$ cat src/rtl/isr_pkg.sv
package isr_pkg;
  localparam int STAT_W   = 32;
  localparam int CFG_W    = 16;
  localparam int EDGE_BIT = 7;
  localparam int MIR_LSB  = 8;
  localparam int MIR_N    = 6;
  localparam int MBOX_LSB = 16;
  localparam int MBOX_MAX = 8;

  // Source bit in the configuration status word for mirror slot k
  function automatic int mir_src(input int k);
    case (k)
      0:       return 8;
      1:       return 11;
      2:       return 12;
      3:       return 13;
      4:       return 14;
      default: return 15;
    endcase
  endfunction
endpackage

$ cat src/rtl/isr_edge_flag.sv
module isr_edge_flag (
  input  logic clk,
  input  logic rst,
  input  logic line,
  input  logic clr,
  output logic flag_q,
  output logic flag_nxt
);
  logic prev_q;
  logic rise;

  assign rise     = line & ~prev_q;
  assign flag_nxt = rise | (flag_q & ~clr);

  always_ff @(posedge clk) begin
    if (rst) begin
      prev_q <= 1'b0;
      flag_q <= 1'b0;
    end else begin
      prev_q <= line;
      flag_q <= flag_nxt;
    end
  end
endmodule

$ cat src/rtl/isr_sticky_bank.sv
module isr_sticky_bank #(
  parameter int N = 8
) (
  input  logic         clk,
  input  logic         rst,
  input  logic [N-1:0] set,
  input  logic [N-1:0] clr,
  output logic [N-1:0] q,
  output logic [N-1:0] nxt
);
  for (genvar i = 0; i < N; i++) begin : g_bit
    assign nxt[i] = set[i] | (q[i] & ~clr[i]);
    always_ff @(posedge clk) begin
      if (rst) q[i] <= 1'b0;
      else     q[i] <= nxt[i];
    end
  end
endmodule

$ cat src/rtl/isr_mirror.sv
module isr_mirror
  import isr_pkg::*;
(
  input  logic [CFG_W-1:0] cfg,
  output logic [MIR_N-1:0] mir
);
  for (genvar k = 0; k < MIR_N; k++) begin : g_slot
    localparam int SRC = mir_src(k);
    assign mir[k] = cfg[SRC];
  end
endmodule

$ cat src/rtl/irq_status_reg.sv
module irq_status_reg
  import isr_pkg::*;
#(
  parameter int                ADDR_W     = 16,
  parameter logic [ADDR_W-1:0] REG_OFFSET = 16'h3060,
  parameter int                NUM_MBOX   = 8,
  parameter bit                HOST_MODE  = 1'b1
) (
  input  logic                clk,
  input  logic                rst,
  input  logic                wr_en,
  input  logic                rd_en,
  input  logic [ADDR_W-1:0]   addr,
  input  logic [STAT_W-1:0]   wdata,
  output logic [STAT_W-1:0]   rdata,
  input  logic                line_in,
  input  logic [CFG_W-1:0]    cfg_status,
  input  logic [NUM_MBOX-1:0] mbox_wr,
  output logic                irq_out
);
  logic                hit_wr, hit_rd;
  logic [STAT_W-1:0]   clr_mask;
  logic                edge_q, edge_nxt;
  logic [NUM_MBOX-1:0] mb_q, mb_nxt;
  logic [MIR_N-1:0]    mir;
  logic [STAT_W-1:0]   stat_word;

  assign hit_wr   = wr_en && (addr == REG_OFFSET);
  assign hit_rd   = rd_en && (addr == REG_OFFSET);
  assign clr_mask = hit_wr ? wdata : '0;

  if (HOST_MODE) begin : g_host
    isr_edge_flag u_edge (
      .clk      (clk),
      .rst      (rst),
      .line     (line_in),
      .clr      (clr_mask[EDGE_BIT]),
      .flag_q   (edge_q),
      .flag_nxt (edge_nxt)
    );
  end else begin : g_dev
    assign edge_q   = 1'b0;
    assign edge_nxt = 1'b0;
  end

  isr_sticky_bank #(.N(NUM_MBOX)) u_mbox (
    .clk (clk),
    .rst (rst),
    .set (mbox_wr),
    .clr (clr_mask[MBOX_LSB +: NUM_MBOX]),
    .q   (mb_q),
    .nxt (mb_nxt)
  );

  isr_mirror u_mir (
    .cfg (cfg_status),
    .mir (mir)
  );

  always_comb begin
    stat_word                        = '0;
    stat_word[EDGE_BIT]              = edge_q;
    stat_word[MIR_LSB +: MIR_N]      = mir;
    stat_word[MBOX_LSB +: NUM_MBOX]  = mb_q;
  end

  always_ff @(posedge clk) begin
    if (rst) begin
      rdata   <= '0;
      irq_out <= 1'b0;
    end else begin
      rdata   <= hit_rd ? stat_word : '0;
      irq_out <= edge_nxt | (|mb_nxt) | (|mir);
    end
  end
endmodule

$ cat config.mk
export PLATFORM = sky130hd
export DESIGN_NAME = irq_status_reg
export DESIGN_NICKNAME = d
export VERILOG_FILES = /design/src/rtl/isr_pkg.sv /design/src/rtl/isr_edge_flag.sv /design/src/rtl/isr_sticky_bank.sv /design/src/rtl/isr_mirror.sv /design/src/rtl/irq_status_reg.sv
export SDC_FILE = /design/constraint.sdc
export NUM_CORES = 1
export LEC_CHECK = 0
export BUFFER_PORTS_ARGS = -buffer_cell sky130_fd_sc_hd__buf_2
export CAP_MARGIN = 20
export CORE_MARGIN = 2
export CORE_UTILIZATION = 38
export DETAILED_ROUTE_END_ITERATION = 10
export PLACE_DENSITY_LB_ADDON = 0.12
export SYNTH_ARGS = -nofsm -noshare
export SYNTH_HDL_FRONTEND = slang
export SYNTH_SLANG_ARGS = --single-unit
$ cat constraint.sdc
create_clock -name clk -period 3.5 [get_ports clk]
set_input_delay 0.525 -clock clk [delete_from_list [all_inputs] [get_ports clk]]
set_output_delay 0.525 -clock clk [all_outputs]
set_load 0.05 [all_outputs]
==> run summary <==
The count of final hold-check violations is 0. The final RePlAce weighted congestion came out at 0.719. The remaining antenna violation count after routing came out at 0.

The number of sinks driven by the clock tree is 26. In this run switching power makes up 25.4% of total power. In this run, the combinational gates consume 15.4% of the power. The post-route minimum period is 2.35 ns. The routed design has 2190 um of wire. Counting the buffers created by CTS gives 3. After floorplanning, the core was sized to cover 2730 um2. The die width is 57.6 um.

The flow ran to the end, and the final reports show no timing, DRC or antenna violations. The setup path with the least slack is of type in -> reg. The hold-fix buffer count after cts came out at 0.

Synthesis produced 114 cells. The half-perimeter wire length of the detailed placement result came out at 1770 um. For the worst setup path, the data arrival time is 2.54 ns. The height of the die is 57.6 um.

Entering global routing, the biggest net connects 16 pins. The area growth from synthesis to layout is 28.1%. The starting density of the core came out at 39.9%. In the global route stage, overall resource usage came out at 13.1%. After floorplanning, the core was divided into 19 placement rows. After detailed routing, the number of remaining DRC violations is 0. The clock reaches the later pin of the worst-skew pair after 0.31 ns. The capturing element type of the critical path is a register.

The count of H-tree levels built during CTS came out at 1. The number of antenna repair diodes came out at 0. The area of the mapped netlist is 1090 um2. The number of I/O pins is 110. Summing over every cut layer, the via total after detailed routing is 933. The post-route setup TNS is 0 ns. Clock-pin slew was measured on the worst setup and hold paths at 0.14 ns. The pin slew with the least headroom to its limit came out at 0.594 ns. The worst hold margin is 0.421 ns. The highest fanout seen on the critical path came out at 10. The die covers 3320 um2. The post-synthesis sequential element count came out at 26. The initial antenna violation count is 0. After clock tree synthesis, the repair step resized 0 gates.

For this design the static power due to leakage is 0.708 nW. The count of cell types in the netlist is 28. The pre-antenna-repair detailed-routing pass consisted of 4 iterations. The number of vias per cell came out at 4.57. The area share of the largest cell type after synthesis is 47.7%. The total congestion overflow after global routing came out at 0. The cell internal power dissipation came out at 0.449 mW.

During synthesis, Yosys emitted a total of 0 warnings. The clock root buffer master is sky130_fd_sc_hd__clkbuf_4. The number of slew-limit violations in the final report came out at 0.

The ratio of final minimum period to clock period came out at 67.1%. The library cell used most frequently in the layout, excluding fill and tap cells, is sky130_fd_sc_hd__buf_2. For this run, the top clock speed supported by timing is 426 MHz. The first-iteration detailed-routing DRC count came out at 17. In the final layout, the share of cells above drive strength 1 is 40.5%.

Dividing the detail-routed wire length by the instance count gives 10.7 um. VDD sags by at most 0.000234 V. Setup repair after global routing left no endpoint under its margin.

The path class of the tightest hold or removal check is in -> reg. The sequential share of power is 51.4%. The number of buffers inserted by port buffering is 59. The count of nets after finishing is 251. The part of the Yosys area used for sequential elements is 47.7%. Of all cell types, the one taking the most synthesized area is sky130_fd_sc_hd__dfxtp_1. The buffer count from post-CTS setup fixing came out at 0. The reg-to-reg setup timing slack came out at 2.18 ns.

Power spread over the standard cell area amounts to 431 nW/um2. The clock tree from TritonCTS is done. The wire length of the first global-routing pass is 3380 um. The max-capacitance violation count came out at 0. The worst clock skew came out at 0.00478 ns. The via count of the first global-routing pass came to 844.

The buffer depth of the longest clock path came out at 2. The power share of the clock group is 33.2%. In this run the mean area of a mapped cell was 9.57 um2.

The startpoint class of the critical path is a primary input. The worst-case headroom to the max-slew limit came out at 60.1%. The switching power is 0.153 mW. The required time reported for the critical path endpoint came out at 3.70 ns. Setup violations remaining at the end of the flow were counted as 0. By area the synthesized netlist is led by sky130_fd_sc_hd__dfxtp_1 (48%), sky130_fd_sc_hd__buf_4 (12%), sky130_fd_sc_hd__and2_1 (8.6%).

In the layout the commonest cells are sky130_fd_sc_hd__buf_2 (59), sky130_fd_sc_hd__dfxtp_1 (26), sky130_fd_sc_hd__conb_1 (17).
==> cell usage after synthesis <==
cell type                    n
sky130_fd_sc_hd__a2111oi_2   1
sky130_fd_sc_hd__a21oi_1     7
sky130_fd_sc_hd__a221oi_1    1
sky130_fd_sc_hd__a22oi_1     1
sky130_fd_sc_hd__a31oi_1     3
sky130_fd_sc_hd__a41oi_1     1
sky130_fd_sc_hd__and2_1     15
sky130_fd_sc_hd__and3b_2     1
sky130_fd_sc_hd__buf_2       1
sky130_fd_sc_hd__buf_4      17
sky130_fd_sc_hd__clkbuf_1    2
sky130_fd_sc_hd__conb_1      1
sky130_fd_sc_hd__dfxtp_1    26
sky130_fd_sc_hd__inv_1       4
sky130_fd_sc_hd__nand2_1     3
sky130_fd_sc_hd__nand3_1     4
sky130_fd_sc_hd__nand4b_1    1
sky130_fd_sc_hd__nor2_1     10
sky130_fd_sc_hd__nor2b_1     4
sky130_fd_sc_hd__nor3_1      2
sky130_fd_sc_hd__nor3b_1     1
sky130_fd_sc_hd__nor4_1      2
sky130_fd_sc_hd__nor4_4      1
sky130_fd_sc_hd__o21ba_2     1
sky130_fd_sc_hd__or4_4       1
sky130_fd_sc_hd__or4b_1      1
sky130_fd_sc_hd__or4b_4      1
sky130_fd_sc_hd__or4bb_4     1
==> flip-flops by register name, summed over array words and instances, names as in the netlist <==
register,flops
g_host.u_edge.flag_q,1
irq_out,1
rdata,15
g_host.u_edge.prev_q,1
u_mbox.q,8
==> worst paths after layout <==
check	depth (start not counted)	endpoint	start
hold reg to reg	1	rdata[16]	u_mbox.q[0]
hold / removal	2	rdata[8]	cfg_status[8]
setup reg to reg	5	irq_out	g_host.u_edge.prev_q
setup / recovery	6	irq_out	addr[7]
==> logic make-up (layout without fill, tap and decap cells) <==
kind of cell | after synthesis | in the layout | share of synthesized area (%)
simple gates | 48 | 48 | 28.2
flops | 26 | 26 | 47.7
buf+inv | 24 | 67 | 14.2
compound gates | 15 | 15 | 9.52
other cells | 1 | 17 | 0.344
==> layer usage <==
layer | GRT usage [%] | vias up | share of wire [%]
li1 | - | 467 | -
met1 | 14.0 | 417 | 39
met2 | 25.2 | 47 | 50
met3 | 2.04 | 2 | 9.3
met4 | 4.98 | 0 | 1.1
met5 | 0 | - | 0
==> power by group through the flow <==
stage          clock [mW]  combinational [mW]  sequential, mW
4_1_cts             0.207              0.0931           0.310
3_5_place_dp            0              0.0929           0.316
3_3_place_gp            0              0.0914           0.316
2_1_floorplan           0              0.0761           0.317
5_1_grt             0.221              0.0987           0.311
6_report            0.200              0.0928           0.310
==> worst max-delay path, stage by stage <==
cell	delay (ns)
sky130_fd_sc_hd__buf_2	0.10
sky130_fd_sc_hd__or4b_4	0.55
sky130_fd_sc_hd__nor4_4	0.60
sky130_fd_sc_hd__nand3_1	0.20
sky130_fd_sc_hd__a2111oi_2	0.42
sky130_fd_sc_hd__a41oi_1	0.15
==> per-stage QoR <==
stage / worst slack (ns) / cell area (um2) / cells / power (mW) / utilization, %
after floorplan: 1.18 / 1150 / 130 / 0.393 / -
after global placement: 0.844 / 1350 / 200 / 0.407 / 49.2
after detailed placement: 0.775 / 1350 / 200 / 0.409 / 49.2
after CTS: 1.13 / 1400 / 204 / 0.611 / 51.1
after global routing: 1.01 / 1400 / 204 / 0.631 / 51.1
final: 1.15 / 1400 / 204 / 0.602 / 51.1
==> final cells by class <==
class                      instances  area [um2]
timing repair buffer              59         295
sequential                        26         520
multi-input combinational         80         475
clock inverter                     1        30.0
fill                             266        1340
inverter                           4        15.0
tap                               31        38.8
clock buffer                       3        22.5
(Power assumes the default switching activity.)
